`src/rtl/wpol_pkg.sv`:
```
package wpol_pkg;
  localparam int ACC_W = 3;

  typedef enum logic [ACC_W-1:0] {
    ACC_IO         = 3'd0,
    ACC_DIR_FETCH  = 3'd1,
    ACC_NONPAGED   = 3'd2,
    ACC_TBL_FETCH  = 3'd3,
    ACC_BIG_PAGE   = 3'd4,
    ACC_SMALL_PAGE = 3'd5
  } acc_kind_e;

  typedef enum logic [1:0] {
    SRC_ZERO = 2'd0,
    SRC_BASE = 2'd1,
    SRC_DIR  = 2'd2,
    SRC_TBL  = 2'd3
  } attr_src_e;
endpackage

```
`src/rtl/wpol_rst_sync.sv`:
```
module wpol_rst_sync #(
  parameter int STAGES = 2
) (
  input  logic clk,
  input  logic rst_n,
  output logic rst_sync_n
);
  logic [STAGES-1:0] chain_q;
  logic [STAGES-1:0] chain_d;

  always_comb begin
    chain_d = {chain_q[STAGES-2:0], 1'b1};
  end

  always_ff @(posedge clk or negedge rst_n) begin
    if (!rst_n) chain_q <= '0;
    else        chain_q <= chain_d;
  end

  assign rst_sync_n = chain_q[STAGES-1];
endmodule

```
`src/rtl/wpol_src_select.sv`:
```
module wpol_src_select
  import wpol_pkg::*;
(
  input  logic             real_mode_i,
  input  logic             paging_en_i,
  input  logic [ACC_W-1:0] acc_type_i,
  input  logic             base_attr_i,
  input  logic             dir_attr_i,
  input  logic             tbl_attr_i,
  output logic             sel_o
);
  attr_src_e src;

  always_comb begin
    if (real_mode_i || !paging_en_i) begin
      src = SRC_ZERO;
    end else begin
      unique case (acc_type_i)
        ACC_TBL_FETCH, ACC_BIG_PAGE: src = SRC_DIR;
        ACC_SMALL_PAGE:              src = SRC_TBL;
        default:                     src = SRC_BASE;
      endcase
    end
  end

  always_comb begin
    unique case (src)
      SRC_BASE: sel_o = base_attr_i;
      SRC_DIR:  sel_o = dir_attr_i;
      SRC_TBL:  sel_o = tbl_attr_i;
      default:  sel_o = 1'b0;
    endcase
  end
endmodule

```
`src/rtl/wpol_xfer_track.sv`:
```
module wpol_xfer_track #(
  parameter int BURST_LEN  = 4,
  parameter int SINGLE_LEN = 1
) (
  input  logic clk,
  input  logic rst_n,
  input  logic start_i,
  input  logic burst_i,
  input  logic abort_i,
  input  logic next_addr_i,
  input  logic rdy_i,
  output logic busy_o
);
  localparam int CNT_W = $clog2(BURST_LEN + 1);
  localparam logic [CNT_W-1:0] LEN_B = CNT_W'(BURST_LEN);
  localparam logic [CNT_W-1:0] LEN_S = CNT_W'(SINGLE_LEN);

  logic [CNT_W-1:0] cnt_q, cnt_d;
  logic             busy_q, busy_d;
  logic             cnt_en;

  always_comb begin
    busy_d = busy_q;
    cnt_d  = cnt_q;
    cnt_en = 1'b0;
    if (abort_i) begin
      busy_d = 1'b0;
      cnt_d  = '0;
      cnt_en = 1'b1;
    end else if (start_i) begin
      busy_d = 1'b1;
      cnt_d  = burst_i ? LEN_B : LEN_S;
      cnt_en = 1'b1;
    end else if (busy_q) begin
      if (next_addr_i || (rdy_i && cnt_q == CNT_W'(1))) begin
        busy_d = 1'b0;
        cnt_d  = '0;
        cnt_en = 1'b1;
      end else if (rdy_i) begin
        cnt_d  = cnt_q - CNT_W'(1);
        cnt_en = 1'b1;
      end
    end
  end

  always_ff @(posedge clk or negedge rst_n) begin
    if (!rst_n) begin
      busy_q <= 1'b0;
      cnt_q  <= '0;
    end else begin
      busy_q <= busy_d;
      if (cnt_en) cnt_q <= cnt_d;
    end
  end

  assign busy_o = busy_q;

  // an open cycle always has between 1 and BURST_LEN transfers left
  p_cnt_range_r8: assert property (@(posedge clk) disable iff (!rst_n)
    busy_q |-> (cnt_q != '0 && cnt_q <= LEN_B));

  // the final burst-ready closes the cycle
  p_last_rdy_closes_r8: assert property (@(posedge clk) disable iff (!rst_n)
    (busy_q && rdy_i && cnt_q == CNT_W'(1) && !start_i) |=> !busy_q);
endmodule

```
`src/rtl/wpol_hold_ctl.sv`:
```
module wpol_hold_ctl (
  input  logic clk,
  input  logic rst_n,
  input  logic hold_req_i,
  input  logic busy_i,
  input  logic strobe_i,
  output logic ack_o,
  output logic ack_rise_o
);
  logic ack_q, ack_d;

  always_comb begin
    ack_d      = hold_req_i && (ack_q || (!busy_i && !strobe_i));
    ack_rise_o = ack_d && !ack_q;
  end

  always_ff @(posedge clk or negedge rst_n) begin
    if (!rst_n) ack_q <= 1'b0;
    else        ack_q <= ack_d;
  end

  assign ack_o = ack_q;

  // acknowledge never survives a dropped request
  p_ack_needs_req_r7: assert property (@(posedge clk) disable iff (!rst_n)
    !hold_req_i |=> !ack_q);

  // no grant while a cycle is open
  p_no_grant_busy_r8: assert property (@(posedge clk) disable iff (!rst_n)
    (busy_i && !ack_q) |=> !ack_q);
endmodule

```
`src/rtl/page_wpol_driver.sv`:
```
module page_wpol_driver
  import wpol_pkg::*;
#(
  parameter int BURST_LEN   = 4,
  parameter int SINGLE_LEN  = 1,
  parameter int SYNC_STAGES = 2
) (
  input  logic             clk,
  input  logic             rst_n,
  input  logic             real_mode_i,
  input  logic             paging_en_i,
  input  logic [ACC_W-1:0] acc_type_i,
  input  logic             base_attr_i,
  input  logic             dir_attr_i,
  input  logic             tbl_attr_i,
  input  logic             strobe_i,
  input  logic             burst_i,
  input  logic             next_addr_i,
  input  logic             rdy_i,
  input  logic             backoff_i,
  input  logic             hold_req_i,
  output logic             hold_ack_o,
  output logic             pin_val_o,
  output logic             pin_oe_o
);
  logic rst_sync_n;
  logic sel_val;
  logic busy;
  logic ack, ack_rise;
  logic strobe_acc;
  logic val_q, val_d, val_en;
  logic oe_q, oe_d;

  wpol_rst_sync #(.STAGES(SYNC_STAGES)) u_rst (
    .clk(clk), .rst_n(rst_n), .rst_sync_n(rst_sync_n)
  );

  wpol_src_select u_sel (
    .real_mode_i(real_mode_i), .paging_en_i(paging_en_i),
    .acc_type_i(acc_type_i), .base_attr_i(base_attr_i),
    .dir_attr_i(dir_attr_i), .tbl_attr_i(tbl_attr_i), .sel_o(sel_val)
  );

  assign strobe_acc = strobe_i && !backoff_i && !ack;

  wpol_xfer_track #(.BURST_LEN(BURST_LEN), .SINGLE_LEN(SINGLE_LEN)) u_trk (
    .clk(clk), .rst_n(rst_sync_n), .start_i(strobe_acc), .burst_i(burst_i),
    .abort_i(backoff_i), .next_addr_i(next_addr_i), .rdy_i(rdy_i),
    .busy_o(busy)
  );

  wpol_hold_ctl u_hold (
    .clk(clk), .rst_n(rst_sync_n), .hold_req_i(hold_req_i), .busy_i(busy),
    .strobe_i(strobe_i), .ack_o(ack), .ack_rise_o(ack_rise)
  );

  always_comb begin
    val_en = strobe_acc;
    val_d  = sel_val;
    oe_d   = oe_q;
    if (backoff_i || ack_rise) oe_d = 1'b0;
    else if (strobe_acc)       oe_d = 1'b1;
  end

  always_ff @(posedge clk or negedge rst_sync_n) begin
    if (!rst_sync_n) begin
      val_q <= 1'b0;
      oe_q  <= 1'b0;
    end else begin
      oe_q <= oe_d;
      if (val_en) val_q <= val_d;
    end
  end

  assign pin_val_o  = val_q;
  assign pin_oe_o   = oe_q;
  assign hold_ack_o = ack;

  // no paging means writeback
  p_wb_forced_r1: assert property (@(posedge clk) disable iff (!rst_sync_n)
    (strobe_i && !backoff_i && !hold_ack_o && (real_mode_i || !paging_en_i))
      |=> !pin_val_o);

  // the value only moves at an accepted strobe
  p_hold_value_r5: assert property (@(posedge clk) disable iff (!rst_sync_n)
    !(strobe_i && !backoff_i && !hold_ack_o) |=> $stable(pin_val_o));

  // backoff floats the pin
  p_float_backoff_r6: assert property (@(posedge clk) disable iff (!rst_sync_n)
    backoff_i |=> !pin_oe_o);

  // the pin is floated on the edge acknowledge rises
  p_float_ack_r7: assert property (@(posedge clk) disable iff (!rst_sync_n)
    $rose(hold_ack_o) |-> !pin_oe_o);
endmodule

```
`config.mk`:
```
export PLATFORM = sky130hd
export DESIGN_NAME = page_wpol_driver
export DESIGN_NICKNAME = d
export VERILOG_FILES = /design/src/rtl/wpol_pkg.sv /design/src/rtl/wpol_rst_sync.sv /design/src/rtl/wpol_src_select.sv /design/src/rtl/wpol_xfer_track.sv /design/src/rtl/wpol_hold_ctl.sv /design/src/rtl/page_wpol_driver.sv
export SDC_FILE = /design/constraint.sdc
export NUM_CORES = 1
export LEC_CHECK = 0
export BUFFER_PORTS_ARGS = -buffer_cell sky130_fd_sc_hd__clkbuf_2
export CORE_AREA = 2 2 39 41
export CTS_BUF_LIST = sky130_fd_sc_hd__clkbuf_8
export CTS_CLUSTER_DIAMETER = 100
export DETAILED_ROUTE_END_ITERATION = 12
export DIE_AREA = 0 0 41 43
export MAX_ROUTING_LAYER = met4
export PLACE_DENSITY_LB_ADDON = 0.08
export REMOVE_ABC_BUFFERS = 1
export SETUP_SLACK_MARGIN = 0.4
export SLEW_MARGIN = 10
export SYNTH_ARGS = -nofsm -noshare
export SYNTH_HDL_FRONTEND = slang
export SYNTH_HIERARCHICAL = 1
export SYNTH_SLANG_ARGS = --single-unit
```
`constraint.sdc`:
```
create_clock -name clk -period 0.8 [get_ports clk]
set_input_delay 0.04 -clock clk [delete_from_list [all_inputs] [get_ports clk]]
set_output_delay 0.04 -clock clk [all_outputs]
set_load 0.02 [all_outputs]
```
=== Word level (Yosys, flattened, before mapping) ===
Cells that the tools add are included.
W data, S select, Z words.

* Input port bits: 16
* Output and inout port bits: 3
* Bits in registers: 9

* Equality and inequality tests: 7
* Multiplexer cells: 20
* Reductions and logical operators: 20
* $add $sub $neg: 1

{| class="wikitable"
|+ Operators with widths
! kind !! number
|-
| $mux W3 || 6
|-
| $mux W1 || 11
|-
| $eq A3 B3 Y1 const B || 2
|-
| $logic_and A1 B1 Y1 || 6
|-
| $logic_not A1 Y1 || 5
|-
| $eq A2 B2 Y1 const B || 2
|-
| $logic_or A1 B1 Y1 || 4
|-
| $pmux W2 S2 || 1
|-
| $reduce_bool A4 Y1 || 1
|-
| $eq A3 B1 Y1 const B || 1
|-
| $eq A3 B2 Y1 const B || 1
|-
| $pmux W1 S3 || 1
|-
| $reduce_and A3 Y1 || 1
|-
| $reduce_bool A3 Y1 || 1
|-
| $sub A3 B1 Y3 const B || 1
|-
| $eq A2 B1 Y1 const B || 1
|-
| $mux W2 || 1
|-
| $reduce_bool A2 Y1 || 1
|-
| $reduce_or A2 Y1 || 1
|}

=== Depth between registers and ports, before layout ===
* Depth after elaboration: 8
* Depth in mapped cells: 5

=== By module ===
Netlist, hierarchy kept.

{| class="wikitable"
|+ By module, submodules not included
! module !! area an instance (um^2) !! seq. area each (um^2) !! cells each !! instances
|-
| wpol_xfer_track || 264.0 || 100.1 || 28 || 1
|-
| page_wpol_driver || 97.6 || 50.0 || 7 || 1
|-
| wpol_src_select || 62.6 || 0.0 || 9 || 1
|-
| wpol_rst_sync || 53.8 || 50.0 || 3 || 1
|-
| wpol_hold_ctl || 51.3 || 25.0 || 4 || 1
|}

=== Worst setup path after synthesis ===
No wires, ideal clock.

* Kind: register to register
* From: register u_trk.cnt_q[0]
* To: register u_trk.cnt_q[1]
* Clock period less this slack: 1431 ps
* Required time: 713 ps
* Stages on the path, launching flop included: 5
* Arrival: 1344 ps
* Setup slack: -631 ps
* Path buffers: 0
* Cells stage by stage: dfrtp_1 inv_1 ha_1 or4b_1 a211oi_2

* Word-level cells in the longest chain between the ends: 8

{| class="wikitable"
|+ RTL lines
! what !! RTL line !! RTL
|-
| start, declared || wpol_xfer_track.sv:18 || <nowiki>logic [CNT_W-1:0] cnt_q, cnt_d;</nowiki>
|-
| start signal, assigned || wpol_xfer_track.sv:52 || <nowiki>if (cnt_en) cnt_q <= cnt_d;</nowiki>
|-
| parallel branches: the longest is 8 deep, another holds $sub A3 B1 Y3 || n/a ||
|}

Parallel ways; which one is timed is not known. The select of a mux whose other input is x is not followed.
A chain may end at the register's enable or synchronous reset.

=== Worst setup path in the final report ===
Same ends and word-level chain as after synthesis.

==> results.json <==
{
  "status": "finished with violations",
  "violations_in_the_final_reports": "negative setup slack",
  "drc_errors": 0,
  "timing.critical_path.to": "u_trk/cnt_q[1]",
  "finalHoldWorstSlack_ps": 34.26,
  "finalCriticalPeriod_ps": 1508,
  "grt.overflow.total": 0,
  "fillerInstances": 129,
  "post_synth_instance_area_um2": 529.3,
  "timing.rr.start": "u_trk/cnt_q[0]",
  "finalCritPeriodShare": 1.884,
  "main_combinational_cell_family_by_area_after_synthesis": "simple AND/OR/NAND/NOR gates",
  "detail_route.first_pass.iterations": 4,
  "cts.path.max_buffers": 2,
  "first_iter_violations": 2,
  "initial_core_utilization": 0.3825,
  "share_of_the_yosys_chip_area_belonging_to_registers": 0.4255,
  "design.die.area_mm2": 0.001763,
  "cts_buffers": 3,
  "power.share.combinational": 0.261,
  "antennaDiodeCount": 0,
  "worst-endpoint-required_ps": 940,
  "fraction_of_final_layout_cells_sized_beyond_drive_strength_1": 0.5333,
  "worst_clock_skew_ps": 1.375,
  "grt_max_degree": 8,
  "timing.setup.tns_ps": -3040,
  "postSynth.asyncResetShare": 1.000,
  "power.leakage_nw": 0.4454,
  "final-seq-area_um2": 226.5,
  "fp.dieW_um": 41,
  "gp_congestion": 0.7484,
  "post-route-worst-setup-slack_ps": -707.5,
  "post_synth_xor_area_fraction": 0,
  "syn_to_final_growth_pct": 72.10,
  "critPathArrivalTime_ps": 1650,
  "cts-htree-levels": 1,
  "area_fraction_in_compound_gates_after_synthesis": 0.2128,
  "share_of_synthesized_area_spent_on_multiplexers": 0.02128,
  "port-buffer-count": 18,
  "grtUsageMet2": 0.2906,
  "via_count": 520,
  "irDropWorstVdd_mv": 1.142,
  "worst-r2r-setup-slack_ps": -710,
  "power.switching_mw": 0.3399,
  "placeableCoreArea_mm2": 0.001384,
  "final_net_count": 109,
  "clock.fmax_ghz": 0.6633,
  "dp_slack_ps": -674.6,
  "grt_usage": 0.1872,
  "drt-total-wl_um": 1387,
  "grt_pass1_wl_um": 2132,
  "synth-seq-cells": 9,
  "power.share.sequential": 0.375,
  "clkSlewWorstSetupHoldPaths_ps": 40,
  "hpwl_um": 954.5,
  "most_utilized_layer_in_the_global_route_result": "met2",
  "setup_viol": 8,
  "worst_r2r_path_depth": 5,
  "multiInputGateArea_um2": 322.8,
  "rsz0062_at_grt": "yes",
  "grt_antenna_before_repair": 0,
  "total_power_mw": 1.372,
  "cp-start-kind": "flop",
  "synth-simple-area-share": 0.2435,
  "groute.layer.met3.usage": 0.01571,
  "rr_endpoint": "u_trk/cnt_q[1]",
  "synthFlopType": "dfrtp_1",
  "clkSinkCount": 9,
  "setup.worst_path.start": "u_trk/cnt_q[0]",
  "number_of_global_route_vias_before_repair": 502,
  "design.portCount": 19,
  "p_int_mw": 1.032,
  "hold_path_class": "in2reg",
  "yosysWarnings": 6,
  "clock_insertion_delay_worst_skew_ps": 230,
  "ant_nets": 0,
  "dieHeight_um": 43,
  "postSynthCellCount": 51,
  "cap_violations": 0,
  "crit_path_kind": "reg2reg",
  "yosys.area_share.adder": 0.04728,
  "power.share.switching": 0.2478,
  "crit_path_end_kind": "flop",
  "power_dens_cells_mw_per_mm2": 1506,
  "std_cell_rows": 14,
  "post_synth_num_cell_types": 28,
  "wl_per_cell_um": 13.08,
  "maxSlewViolCount": 0,
  "final-hold-violation-count": 0,
  "synth_edf_count": 0,
  "worst-path-max-fanout": 3,
  "tritoncts": "built",
  "clock-root-buffer": "clkbuf_8",
  "route.detailed.vias_per_inst": 4.906,
  "grt_use_met1": 0.2407,
  "syn_avg_cell_area_um2": 10.38,
  "p_clk_frac": 0.364
}
-- sequential cells by signal, indices dropped and copies added, names as in the netlist --
name           cells
pin_oe_o           1
u_hold/ack_o       1
u_trk/cnt_q        3
u_rst/chain_q      2
pin_val_o          1
u_trk/busy_o       1
-- layout by cell type (no fill, tap or decap), types with 2 or more instances in the layout --
master	n
o21a_1	2
inv_1	6
a21oi_1	3
nand3b_1	2
nor2b_1	2
clkbuf_2	15
buf_4	10
clkbuf_8	3
dfrtp_1	8
nand2_1	2
buf_6	7
nor2_1	3
-- worst max-delay path, stage by stage, from the launching register on --
cell and delay [ps]:
dfrtp_1 390, buf_6 130, ha_4 150, nand3b_1 110, or4b_1 460, a211oi_2 180
-- repair_timing --
| action | 4_1_cts | 5_1_grt |
|---|---|---|
| setup endpoints to repair | 11 | 18 |
| pin swaps | 5 | 5 |
| buffers inserted | 2 | 3 |
| resized for setup | 12 | 11 |
| endpoints found under the hold margin | 2 | 0 |
| hold buffers | 1 | 0 |
-- area by class of cell --
cell class                      instances  area share
Clock buffer                            3     0.04533
Clock inverter                          1    0.004121
Inverter                                6     0.02473
Multi-Input combinational cell         36      0.3544
Sequential cell                         9      0.2486
Tap cell                               16     0.02198
Timing Repair Buffer                   35      0.3008
-- power by group through the flow --
| stage | clock [mW] | sequential (mW) | combinational, mW |
|---|---|---|---|
| finish | 0.500 | 0.514 | 0.358 |
| global route | 0.540 | 0.519 | 0.388 |
| CTS | 0.518 | 0.510 | 0.300 |
| detailed placement | 0 | 0.517 | 0.249 |
| global placement | 0 | 0.516 | 0.245 |
| floorplan | 0 | 0.535 | 0.0942 |
-- stage by stage --
stage                     area [um^2]    util  instances
after detailed placement        721.9  0.5217         96
after CTS                       847.1  0.6121        103
after global placement          721.9  0.5217         96
after global routing            910.9  0.6582        106
after floorplan                 529.3       -         51
final                           910.9  0.6582        106
-- logic make-up after synthesis --
| logic type | after synthesis |
|---|---|
| compound gates | 14 |
| buf+inv | 6 |
| fa+ha+maj | 2 |
| mux | 1 |
| flops | 9 |
| simple gates | 18 |
| other cells | 1 |
-- how the worst min path moves through the flow --
| stage | depth (start not counted) | slack, ps | endpoint | startpoint |
|---|---|---|---|---|
| after floorplan | 0 | -260 | u_rst/chain_q[0] | rst_n |
| after global placement | 1 | -170 | u_rst/chain_q[1] | rst_n |
| after detailed placement | 1 | -170 | u_rst/chain_q[1] | rst_n |
| after CTS | 2 | 30 | u_hold/ack_o | hold_req_i |
| after global routing | 2 | 30 | u_hold/ack_o | hold_req_i |
| final | 2 | 30 | u_hold/ack_o | hold_req_i |
-- metal layers --
metal | share of wire | up-vias | wire (um)
met2 | 0.54 | 10 | 744
met5 | 0 | - | 0
met1 | 0.43 | 244 | 592
li1 | - | 264 | -
met3 | 0.032 | 2 | 44
met4 | 0.0043 | 0 | 6
-- synthesized netlist by cell type (all sizes together), types with 2 or more instances --
cell | instances | area share
nor3b | 2 | 0.050
o21a | 2 | 0.028
nor3 | 2 | 0.019
ha | 2 | 0.047
nand2 | 2 | 0.014
dfrtp | 9 | 0.43
inv | 6 | 0.043
nor2b | 2 | 0.024
a21oi | 3 | 0.028
nor2 | 3 | 0.021
nand3b | 2 | 0.028
Note: power is estimated with default switching activity, not from simulation.
